==> src/rtl/dtrans_pkg.sv <==
package dtrans_pkg;

  typedef enum logic [2:0] {
    FLT_NONE  = 3'd0,
    FLT_ALIGN = 3'd1,
    FLT_BADVA = 3'd2,
    FLT_ACV   = 3'd3,
    FLT_MISS  = 3'd4
  } flt_e;

  localparam logic [1:0] MODE_KERNEL = 2'd0;

  // status word bit positions
  localparam int ST_WR   = 0;
  localparam int ST_VIOL = 1;
  localparam int ST_BAD  = 2;

  // direct-mapped window tag
  localparam int         SP_HI  = 47;
  localparam int         SP_LO  = 41;
  localparam logic [6:0] SP_TAG = 7'h7e;

  // counter bank slots
  localparam int N_CNT       = 6;
  localparam int CNT_RD_ACC  = 0;
  localparam int CNT_WR_ACC  = 1;
  localparam int CNT_RD_MISS = 2;
  localparam int CNT_WR_MISS = 3;
  localparam int CNT_RD_VIOL = 4;
  localparam int CNT_WR_VIOL = 5;

endpackage

==> src/rtl/dtrans_fault_eval.sv <==
module dtrans_fault_eval
  import dtrans_pkg::*;
#(
  parameter int VA_W       = 64,
  parameter int VALID_BITS = 43,
  parameter int PAGE_SHIFT = 13,
  parameter int PA_W       = 44,
  parameter int PPN_W      = 31,
  parameter int MODES      = 4
) (
  input  logic [VA_W-1:0]  va,
  input  logic [1:0]       size_lg,
  input  logic             wr,
  input  logic             phys,
  input  logic [1:0]       data_mode,
  input  logic [1:0]       eff_mode,
  input  logic             hit,
  input  logic [PPN_W-1:0] hit_ppn,
  input  logic [MODES-1:0] hit_rd,
  input  logic [MODES-1:0] hit_wr,
  output flt_e             fault,
  output logic [2:0]       status,
  output logic [VA_W-1:0]  pa,
  output logic             inc_acc,
  output logic             inc_miss,
  output logic             inc_viol
);

  localparam int EXT_W = VA_W - VALID_BITS + 1;
  localparam logic [VA_W-1:0] PA_MASK = {{(VA_W-PA_W){1'b0}}, {PA_W{1'b1}}};

  logic [2:0]       low_mask;
  logic             misalign;
  logic [EXT_W-1:0] ext;
  logic             va_ok;
  logic             in_sp;
  logic             perm;

  always_comb begin
    case (size_lg)
      2'd0:    low_mask = 3'b000;
      2'd1:    low_mask = 3'b001;
      2'd2:    low_mask = 3'b011;
      default: low_mask = 3'b111;
    endcase
  end

  assign misalign = |(va[2:0] & low_mask);
  assign ext      = va[VA_W-1:VALID_BITS-1];
  assign va_ok    = (&ext) || !(|ext);
  assign in_sp    = (va[SP_HI:SP_LO] == SP_TAG);
  assign perm     = wr ? hit_wr[eff_mode] : hit_rd[eff_mode];

  always_comb begin
    fault    = FLT_NONE;
    status   = '0;
    pa       = '0;
    inc_acc  = 1'b0;
    inc_miss = 1'b0;
    inc_viol = 1'b0;
    if (misalign) begin
      fault          = FLT_ALIGN;
      status[ST_WR]  = wr;
    end else if (phys) begin
      pa             = va;
    end else if (!va_ok) begin
      fault          = FLT_BADVA;
      status[ST_WR]  = wr;
      status[ST_VIOL]= 1'b1;
      status[ST_BAD] = 1'b1;
      inc_viol       = 1'b1;
    end else if (in_sp) begin
      if (data_mode != MODE_KERNEL) begin
        fault          = FLT_ACV;
        status[ST_WR]  = wr;
        status[ST_VIOL]= 1'b1;
        inc_viol       = 1'b1;
      end else begin
        pa = va & PA_MASK;
      end
    end else begin
      inc_acc = 1'b1;
      if (!hit) begin
        fault         = FLT_MISS;
        status[ST_WR] = wr;
        inc_miss      = 1'b1;
      end else if (!perm) begin
        fault          = FLT_ACV;
        status[ST_WR]  = wr;
        status[ST_VIOL]= 1'b1;
        inc_viol       = 1'b1;
      end else begin
        pa = {{(VA_W-PA_W){1'b0}}, hit_ppn, va[PAGE_SHIFT-1:0]};
      end
    end
  end

endmodule

==> config.mk <==
export PLATFORM = sky130hd
export DESIGN_NAME = dtrans_fault_eval
export DESIGN_NICKNAME = d
export VERILOG_FILES = /design/src/rtl/dtrans_pkg.sv /design/src/rtl/dtrans_fault_eval.sv
export SDC_FILE = /design/constraint.sdc
export NUM_CORES = 1
export LEC_CHECK = 0
export BUFFER_PORTS_ARGS = -buffer_cell sky130_fd_sc_hd__buf_2
export CORE_AREA = 2 2 72 74
export DETAILED_ROUTE_END_ITERATION = 8
export DIE_AREA = 0 0 74 76
export GPL_TIMING_DRIVEN = 0
export PLACE_DENSITY = 0.68
export REMOVE_ABC_BUFFERS = 1
export SYNTH_ARGS = -nofsm -noshare
export SYNTH_HDL_FRONTEND = slang
export SYNTH_SLANG_ARGS = --single-unit
==> constraint.sdc <==
create_clock -name vclk -period 2.65
set_input_delay 0.6625 -clock vclk [all_inputs]
set_output_delay 0.6625 -clock vclk [all_outputs]
set_load 0.02 [all_outputs]
After elaboration in Yosys (flattened, before gate mapping)
Cells that the tools add are included.
{ "classes": {"magnitude_cmp": 1, "eq_ne": 3, "mux": 46, "n_bitwise": 1, "n_reduce_logical": 7} }
{ "op_table": {"columns": ["operator", "n"], "rows": [
  ["2-to-1 mux 64 bit", 4],
  ["2-to-1 mux 44 bit", 3],
  ["2-to-1 mux 1 bit", 23],
  ["AND reduction 22 bit", 1],
  ["OR reduction 22 bit", 1],
  ["2-to-1 mux 3 bit", 6],
  ["2-to-1 mux 2 bit", 7],
  ["one-hot mux 3 bit (3 select lines)", 1],
  ["equality test 7 bit (second input constant)", 1],
  ["binary-select mux 1 bit (select 2 bit)", 2],
  ["AND 3 bit", 1],
  ["less-than comparator 2 x 3 -> 1 bit (second input constant)", 1],
  ["OR reduction 3 bit", 1],
  ["equality test 2 x 1 -> 1 bit (second input constant)", 1],
  ["equality test 2 bit (second input constant)", 1],
  ["zero test 2 bit", 1],
  ["nonzero test 2 bit", 1],
  ["zero test 1 bit", 1],
  ["logical OR 1 bit", 1]
]} }
{ "totals": {"regBits": 0, "input_bits": 112, "output_inout_bits": 73, "word_cells": 58} }

Longest topological paths before layout
Gate-level depths: netlist (run 1).
{ "logic_depth": {"depth_word": 9, "mapped_depth": 8, "mapped_depth_nobuf": 5} }

Worst setup path before layout (run 1)
Ideal clock, no wire load.
{ "synth_path": {"path_type": "input port to output port", "start": "in va[59]", "end": "out fault[2]", "arrival_ns": 2.455, "required_ns": 1.987, "slack_ns": -0.468, "path_stages": 6, "n_path_buf": 1, "cell_sequence": "nand4_1 > or4_4 > o22ai_2 > nand2b_1 > nor3_1 > buf_4"} }
{ "synth_via": {"elab_chain_len": 6, "elab_cells_between_ends": 7, "cone_classes": "mux (3); reduce/logical (4)"} }
{ "synth_lines": {"columns": ["item", "line", "text"], "rows": [
  ["start, declared", "dtrans_fault_eval.sv:11", "input logic [VA_W-1:0] va,"],
  ["OR reduction 22 bit", "dtrans_fault_eval.sv:50", "assign va_ok = (&ext) || !(|ext);"],
  ["zero test 1 bit", "dtrans_fault_eval.sv:50", null],
  ["logical OR 1 bit (*)", "dtrans_fault_eval.sv:50", null],
  ["2-to-1 mux 3 bit (*)", "dtrans_fault_eval.sv:66", "end else if (!va_ok) begin"],
  ["2-to-1 mux 3 bit (*)", "dtrans_fault_eval.sv:64", "end else if (phys) begin"],
  ["2-to-1 mux 3 bit (*)", "dtrans_fault_eval.sv:61", "if (misalign) begin"],
  ["end, declared", "dtrans_fault_eval.sv:21", "output flt_e fault,"]
]} }
Every way passes the cells marked *; elsewhere a longest branch is shown, timed or not.

Worst setup path in the final report (run 1)
{ "layout_path": {"start": "in eff_mode[0]", "end": "out pa[38]"} }
{ "layout_via": {"elab_chain_len": 9, "elab_cells_between_ends": 11, "cone_classes": "mux (11)"} }
{ "layout_lines": {"columns": ["item", "line", "text"], "rows": [
  ["start, declared", "dtrans_fault_eval.sv:16", "input logic [1:0] eff_mode,"],
  ["binary-select mux 1 bit (select 2 bit)", "dtrans_fault_eval.sv:52", "assign perm = wr ? hit_wr[eff_mode] : hit_rd[eff_mode];"],
  ["2-to-1 mux 1 bit (not written as such)", "dtrans_fault_eval.sv:52", null],
  ["2-to-1 mux 1 bit (*)", "dtrans_fault_eval.sv:52", null],
  ["2-to-1 mux 44 bit (*)", "dtrans_fault_eval.sv:87", "end else if (!perm) begin"],
  ["2-to-1 mux 44 bit (*)", "dtrans_fault_eval.sv:83", "if (!hit) begin"],
  ["2-to-1 mux 64 bit (*)", "dtrans_fault_eval.sv:72", "end else if (in_sp) begin"],
  ["2-to-1 mux 64 bit (*)", "dtrans_fault_eval.sv:66", null],
  ["2-to-1 mux 64 bit (*)", "dtrans_fault_eval.sv:64", null],
  ["2-to-1 mux 64 bit (*)", "dtrans_fault_eval.sv:61", null],
  ["end, declared", "dtrans_fault_eval.sv:23", "output logic [VA_W-1:0] pa,"]
]} }
Every way passes the cells marked *; elsewhere a longest branch is shown, timed or not. The select of a mux whose other input is x is not followed.

==> results by group, run 1 <==
Run status
  – Run status: finished with violations
  – Failing checks: setup timing

Placement
  – GPL Wtd Cong: 0.7440
  – Number of port buffers: 185
  – DP Wirelength: 4.371 mm
  – Placed insts: 373

Global route
  – Vias in the first global route: roughly 1700
  – Largest net degree at the start of global routing: 31
  – Global-route wire length before repair: 8.473 mm
  – Initial antenna violation count: 1
  – Gr usage total: 0.1904
  – GRT Residual Overflow: 0

Worst hold path
  – HP Class: input pin to output port

Critical path
  – Crit-path max cell delay: 510 ps
  – CP max stage cell: mux4_2
  – Critical Path End: pa[38]
  – Critical path required time: 1990 ps
  – Critical Path Source: eff_mode[0]
  – Critical-path maximum fanout: 7
  – Worst Setup End Kind: output port
  – CP Launch Type: input pin
  – Worst setup path class: input pin to output port
  – CP cell instances: buf_8 > mux4_2 > mux2_4 > nand3_4 > nor3_4 > buf_12 > buf_16 > a22o_1 > buf_6
  – WP data arrival: 2400 ps

Die
  – Initial core utilization: 0.1926
  – Core outline area: 4912 um2
  – IO Count: 185
  – Die X: approximately 74 um
  – Placement row count: 26
  – Die Y: 76 um
  – Full die area: 5624 um2

Final layout
  – Seq_cells: 0
  – Clock buf count: 0
  – Commonest non-fill, non-tap cells in the layout: 132 x buf_2, 43 x buf_6, 34 x and3_1, 29 x a22o_1, 22 x buf_4
  – Most common cell after layout, fill and taps aside: buf_2
  – Register area: 0 um2
  – Non-filler cells, final: approximately 390
  – Final #Nets: approximately 440
  – Multi-input logic area: just over 1000 um2
  – Area grow syn2layout: 172.9%
  – Fill count: 452
  – Antenna diode count: 0
  – Layout cells sized above 1: 0.7174

Job
  – Max-Cap Viols: 0

STA
  – Final setup fails: between 50 and 60
  – Relative slew slack: 0.7726
  – Fmax: 326.0 MHz
  – Pin slew with the least headroom to its limit: around 340 ps
  – Tcrit/Tclk final: 1.157
  – Hold violation count in the final report: 0
  – WHS: 1640 ps
  – Min cycle time layout: 3067 ps
  – Fin worst setup slack: -417.2 ps
  – Unrepaired setup endpoints after global routing: yes
  – Max-slew violations: 0

Detailed routing
  – 1st-iter DRT viols: 50
  – Vias per Instance: 4.944
  – Post-DRT Antenna Nets: 0
  – DRC viols: 0
  – Pre-antenna DRT Iters: 4
  – Vias post-DR: just under 2000
  – Routed WL: around 6.1 mm
  – WL/cell: 15.57 um

Synth
  – Sequential fraction of the synthesis area: 0
  – Cell Area, Synth: 945.9 um2
  – Yosys cell types: 31
  – YS warnings: 0
  – Syn Area/Cell: approximately 7.2 um2
  – Cells after synthesis: 132

Power and ir drop
  – Ratio of total power to cell area: 151.4 nW/um2
  – Leakage: around 0.0015 uW
  – Maximum VDD drop: 0.06949 mV

Clock tree
  – # hold bufs at CTS: 0
==> kinds of logic (layout without fill, tap and decap cells) <==
family,after synthesis,after routing,synth area share
buffers and inverters,17,206,0.1138
AOI/OAI and AO/OA,46,47,0.4034
muxes,3,3,0.05952
and+or+nand+nor,66,66,0.4233
==> what timing repair did <==
action,in CTS,in global routing
buffers inserted,7,9
gates resized for setup,71,48
cloned,3,1
endpoints found under the hold margin,0,0
endpoints found under the setup margin,52,52
pin swaps,27,11
==> synth_stat cells, drive strengths merged <==
cell     instances  area share
a21o             1      0.0079
a21oi            4       0.021
a22o            29        0.27
a2bb2oi          1       0.016
a311oi           1      0.0093
a31o             2       0.019
and2             1      0.0066
and3            34        0.22
buf             10       0.086
clkbuf           6       0.024
inv              1      0.0040
mux2             1       0.012
mux4             2       0.048
nand2            5       0.020
nand2b           2       0.013
nand3            1       0.011
nand3b           1      0.0079
nand4            6       0.040
nor2             5       0.020
nor3             2       0.016
nor4             6       0.040
o21a             2       0.016
o21ai            3       0.016
o22a             1      0.0093
o22ai            1       0.013
o31ai            1      0.0079
or2              2       0.013
or4              1       0.012
==> worst max-delay path, delay by kind of cell <==
kind | cells | cell delay (ps)
buf+inv | 4 | 510
compound gates | 1 | 260
mux | 2 | 830
simple gates | 2 | 140
==> area by class of cell <==
cell class,instances,area share
Timing Repair Buffer,205,0.5744
Tap cell,70,0.03393
Multi-Input combinational cell,116,0.3902
Inverter,1,0.001454
==> through the flow <==
step           setup TNS, ps  power, uW  utilization  worst slack [ps]  instance area (um2)
2_1_floorplan         -57580      142.4            -             -1430                842.1
3_3_place_gp         -111140      293.7       0.3777             -2515                 1856
3_5_place_dp          -30650      302.7       0.3884            -757.3                 1908
4_1_cts               -16790      354.5       0.4727            -382.0                 2322
5_1_grt               -19810      416.9       0.5255            -447.8                 2581
6_report              -16890      390.8       0.5255            -417.2                 2581
==> report_power, final <==
group / switching, uW / internal (uW)
logic: 193 / 198
registers: 0 / 0
clock network: 0 / 0
==> per-layer routing <==
metal / track usage / share of wire
met1: 0.2103 / 0.38
met2: 0.3705 / 0.51
met3: 0.04497 / 0.10
met4: 0.01273 / 0.0038
met5: 0 / 0.0021
==> worst min-delay path by stage <==
| stage | start | to | slack (ps) | depth (start not counted) |
|---|---|---|---|---|
| after floorplan | phys | fault[0] | 1470 | 1 |
| after CTS | va[21] | pa[21] | 1640 | 3 |
| after global routing | va[21] | pa[21] | 1650 | 3 |
| after global placement | va[24] | pa[24] | 1650 | 3 |
| final | va[24] | pa[24] | 1640 | 3 |
| after detailed placement | va[34] | pa[34] | 1650 | 3 |
Note: power is estimated with default switching activity, not from simulation.
==> run 2, diff against run 1 <==
--- a/config.mk
+++ b/config.mk
@@ -12,6 +12,7 @@
 export GPL_TIMING_DRIVEN = 0
 export PLACE_DENSITY = 0.68
 export REMOVE_ABC_BUFFERS = 1
+export SLEW_MARGIN = 0
 export SYNTH_ARGS = -nofsm -noshare
 export SYNTH_HDL_FRONTEND = slang
 export SYNTH_SLANG_ARGS = --single-unit
==> constraint.sdc (replaced) <==
create_clock -name vclk -period 2.65
set_input_delay 0.265 -clock vclk [all_inputs]
set_output_delay 0.265 -clock vclk [all_outputs]
set_load 0.02 [all_outputs]
==> results by group, run 2 (synthesis gave the netlist of run 1 again) <==
Detailed routing
  – Vias post-DR: 1771
  – Pre-antenna DRT Iters: 4
  – WL/cell: 13.39 um
  – Vias per Instance: 4.748
  – Post-DRT Antenna Nets: 0
  – Routed WL: 4.993 mm
  – 1st-iter DRT viols: 55
  – DRC viols: 0

Global route
  – Global-route wire length before repair: just over 7 mm
  – Largest net degree at the start of global routing: 31
  – Vias in the first global route: 1519
  – Gr usage total: 0.1581
  – Initial antenna violation count: 1
  – GRT Residual Overflow: 0

STA
  – Unrepaired setup endpoints after global routing: no
  – Min cycle time layout: 2359 ps
  – Fmax: 423.9 MHz
  – Pin slew with the least headroom to its limit: ~580 ps
  – Tcrit/Tclk final: 0.8902
  – Max-slew violations: 0
  – Hold violation count in the final report: 0
  – Relative slew slack: 0.6132
  – Final setup fails: 0

Final layout
  – Register area: 0 um2
  – Layout cells sized above 1: 0.6634
  – Seq_cells: 0
  – Final #Nets: roughly 420
  – Clock buf count: 0
  – Antenna diode count: 0
  – Non-filler cells, final: 373
  – Post-layout util: 0.3915
  – Area grow syn2layout: 103.3%
  – Most common cell after layout, fill and taps aside: buf_2
  – Commonest non-fill, non-tap cells in the layout: 185 x buf_2, 34 x and3_1, 29 x a22o_1, 6 x nand4_1

Die
  – Core outline area: 4912 um2
  – Initial core utilization: 0.1926
  – Placement row count: 26
  – Die Y: 76 um
  – Die X: between 70 and 80 um
  – Full die area: 5624 um2
  – IO Count: 185

Placement
  – DP Wirelength: 4.371 mm
  – Number of port buffers: between 150 and 200
  – Placed insts: ~370
  – GPL Wtd Cong: 0.7440

Critical path
  – Most frequent CP cell: buf_2
  – Worst Setup End Kind: output port
  – CP max stage cell: or4_4
  – CP Launch Type: input pin
  – Critical path required time: between 2000 and 2500 ps
  – Critical-path maximum fanout: 28
  – CP cell instances: buf_2 > nand4_1 > or4_4 > o22ai_2 > a31o_4 > a22o_1 > buf_2
  – Worst setup path class: input pin to output port
  – Critical Path Source: va[62]
  – Crit-path leading delay family: compound AO/OA/AOI/OAI gates
  – Crit-path max cell delay: 540 ps
  – CP Buf/Inv Count: 2
  – WP data arrival: approximately 2100 ps

Power and ir drop
  – Switching part of the total power: 0.5477
  – Ratio of total power to cell area: 157.8 nW/um2
  – Switching pwr: 166.2 uW
  – Flop pwr share: 0
  – Clock power frac: 0
  – Tot Pwr: 303.5 uW
  – Logic pwr share: 1.000
  – Leakage: 0.001254 uW
  – Maximum VDD drop: 0.05583 mV
  – Power Internal: 137.3 uW

Clock tree
  – Post CTS Setup Buffer Count: 0
  – # hold bufs at CTS: 0
  – Post-CTS Resized: 0

Worst hold path
  – Min-delay src: va[26]
  – Hold Crit Depth: 3
  – Hold EP: pa[26]
  – HP Class: input pin to output port

Job
  – Max-Cap Viols: 0

Run status
  – Run status: complete, no violations
-- run 2: cell count changes in the layout (fill, tap and decap cells not counted), moves of 2 or more --
cell | before | now
buf_2 | 132 | 185
buf_6 | 43 | 0
buf_4 | 22 | 0
nor4_1 | 1 | 5
a21oi_1 | 1 | 3
a21oi_4 | 2 | 0
buf_16 | 3 | 1
buf_8 | 3 | 1
nor4_2 | 3 | 1
nor4_4 | 2 | 0
-- run 2: power by group through the flow --
stage / combinational, uW / clock [uW] / sequential (uW)
global route: 331 / 0 / 0
global placement: 294 / 0 / 0
detailed placement: 303 / 0 / 0
floorplan: 142 / 0 / 0
finish: 304 / 0 / 0
CTS: 304 / 0 / 0
-- run 2: worst max-delay path by stage --
stage | end | slack, ps | cells after the start
final | pa[25] | 290 | 7
after global routing | pa[36] | 150 | 7
after CTS | pa[25] | 30 | 6
after detailed placement | pa[25] | 40 | 6
after global placement | pa[25] | -1720 | 7
after floorplan | pa[13] | -630 | 5
-- run 2: per-stage QoR --
stage	instance area (um2)	hold WS (ps)	worst slack [ps]	setup TNS, ps
2_1_floorplan	842.1	676.2	-634.6	-20020
3_3_place_gp	1856	858.1	-1720	-53210
3_5_place_dp	1908	857.7	37.72	0
4_1_cts	1908	858.3	34.21	0
5_1_grt	1923	870.8	154.7	0
6_report	1923	858.5	291.1	0
-- run 2: per-layer routing --
metal / GRT usage / share of wire
met5: 0 / 0.0026
met4: 0.001818 / 0.0014
met3: 0.04101 / 0.12
met2: 0.3098 / 0.50
met1: 0.1743 / 0.38
-- run 2: layout make-up --
cell class	count	area, um2
timing repair buffer	187	968.4
inverter	1	3.754
tap	70	87.58
multi-input combinational	115	863.3
fill	530	2989
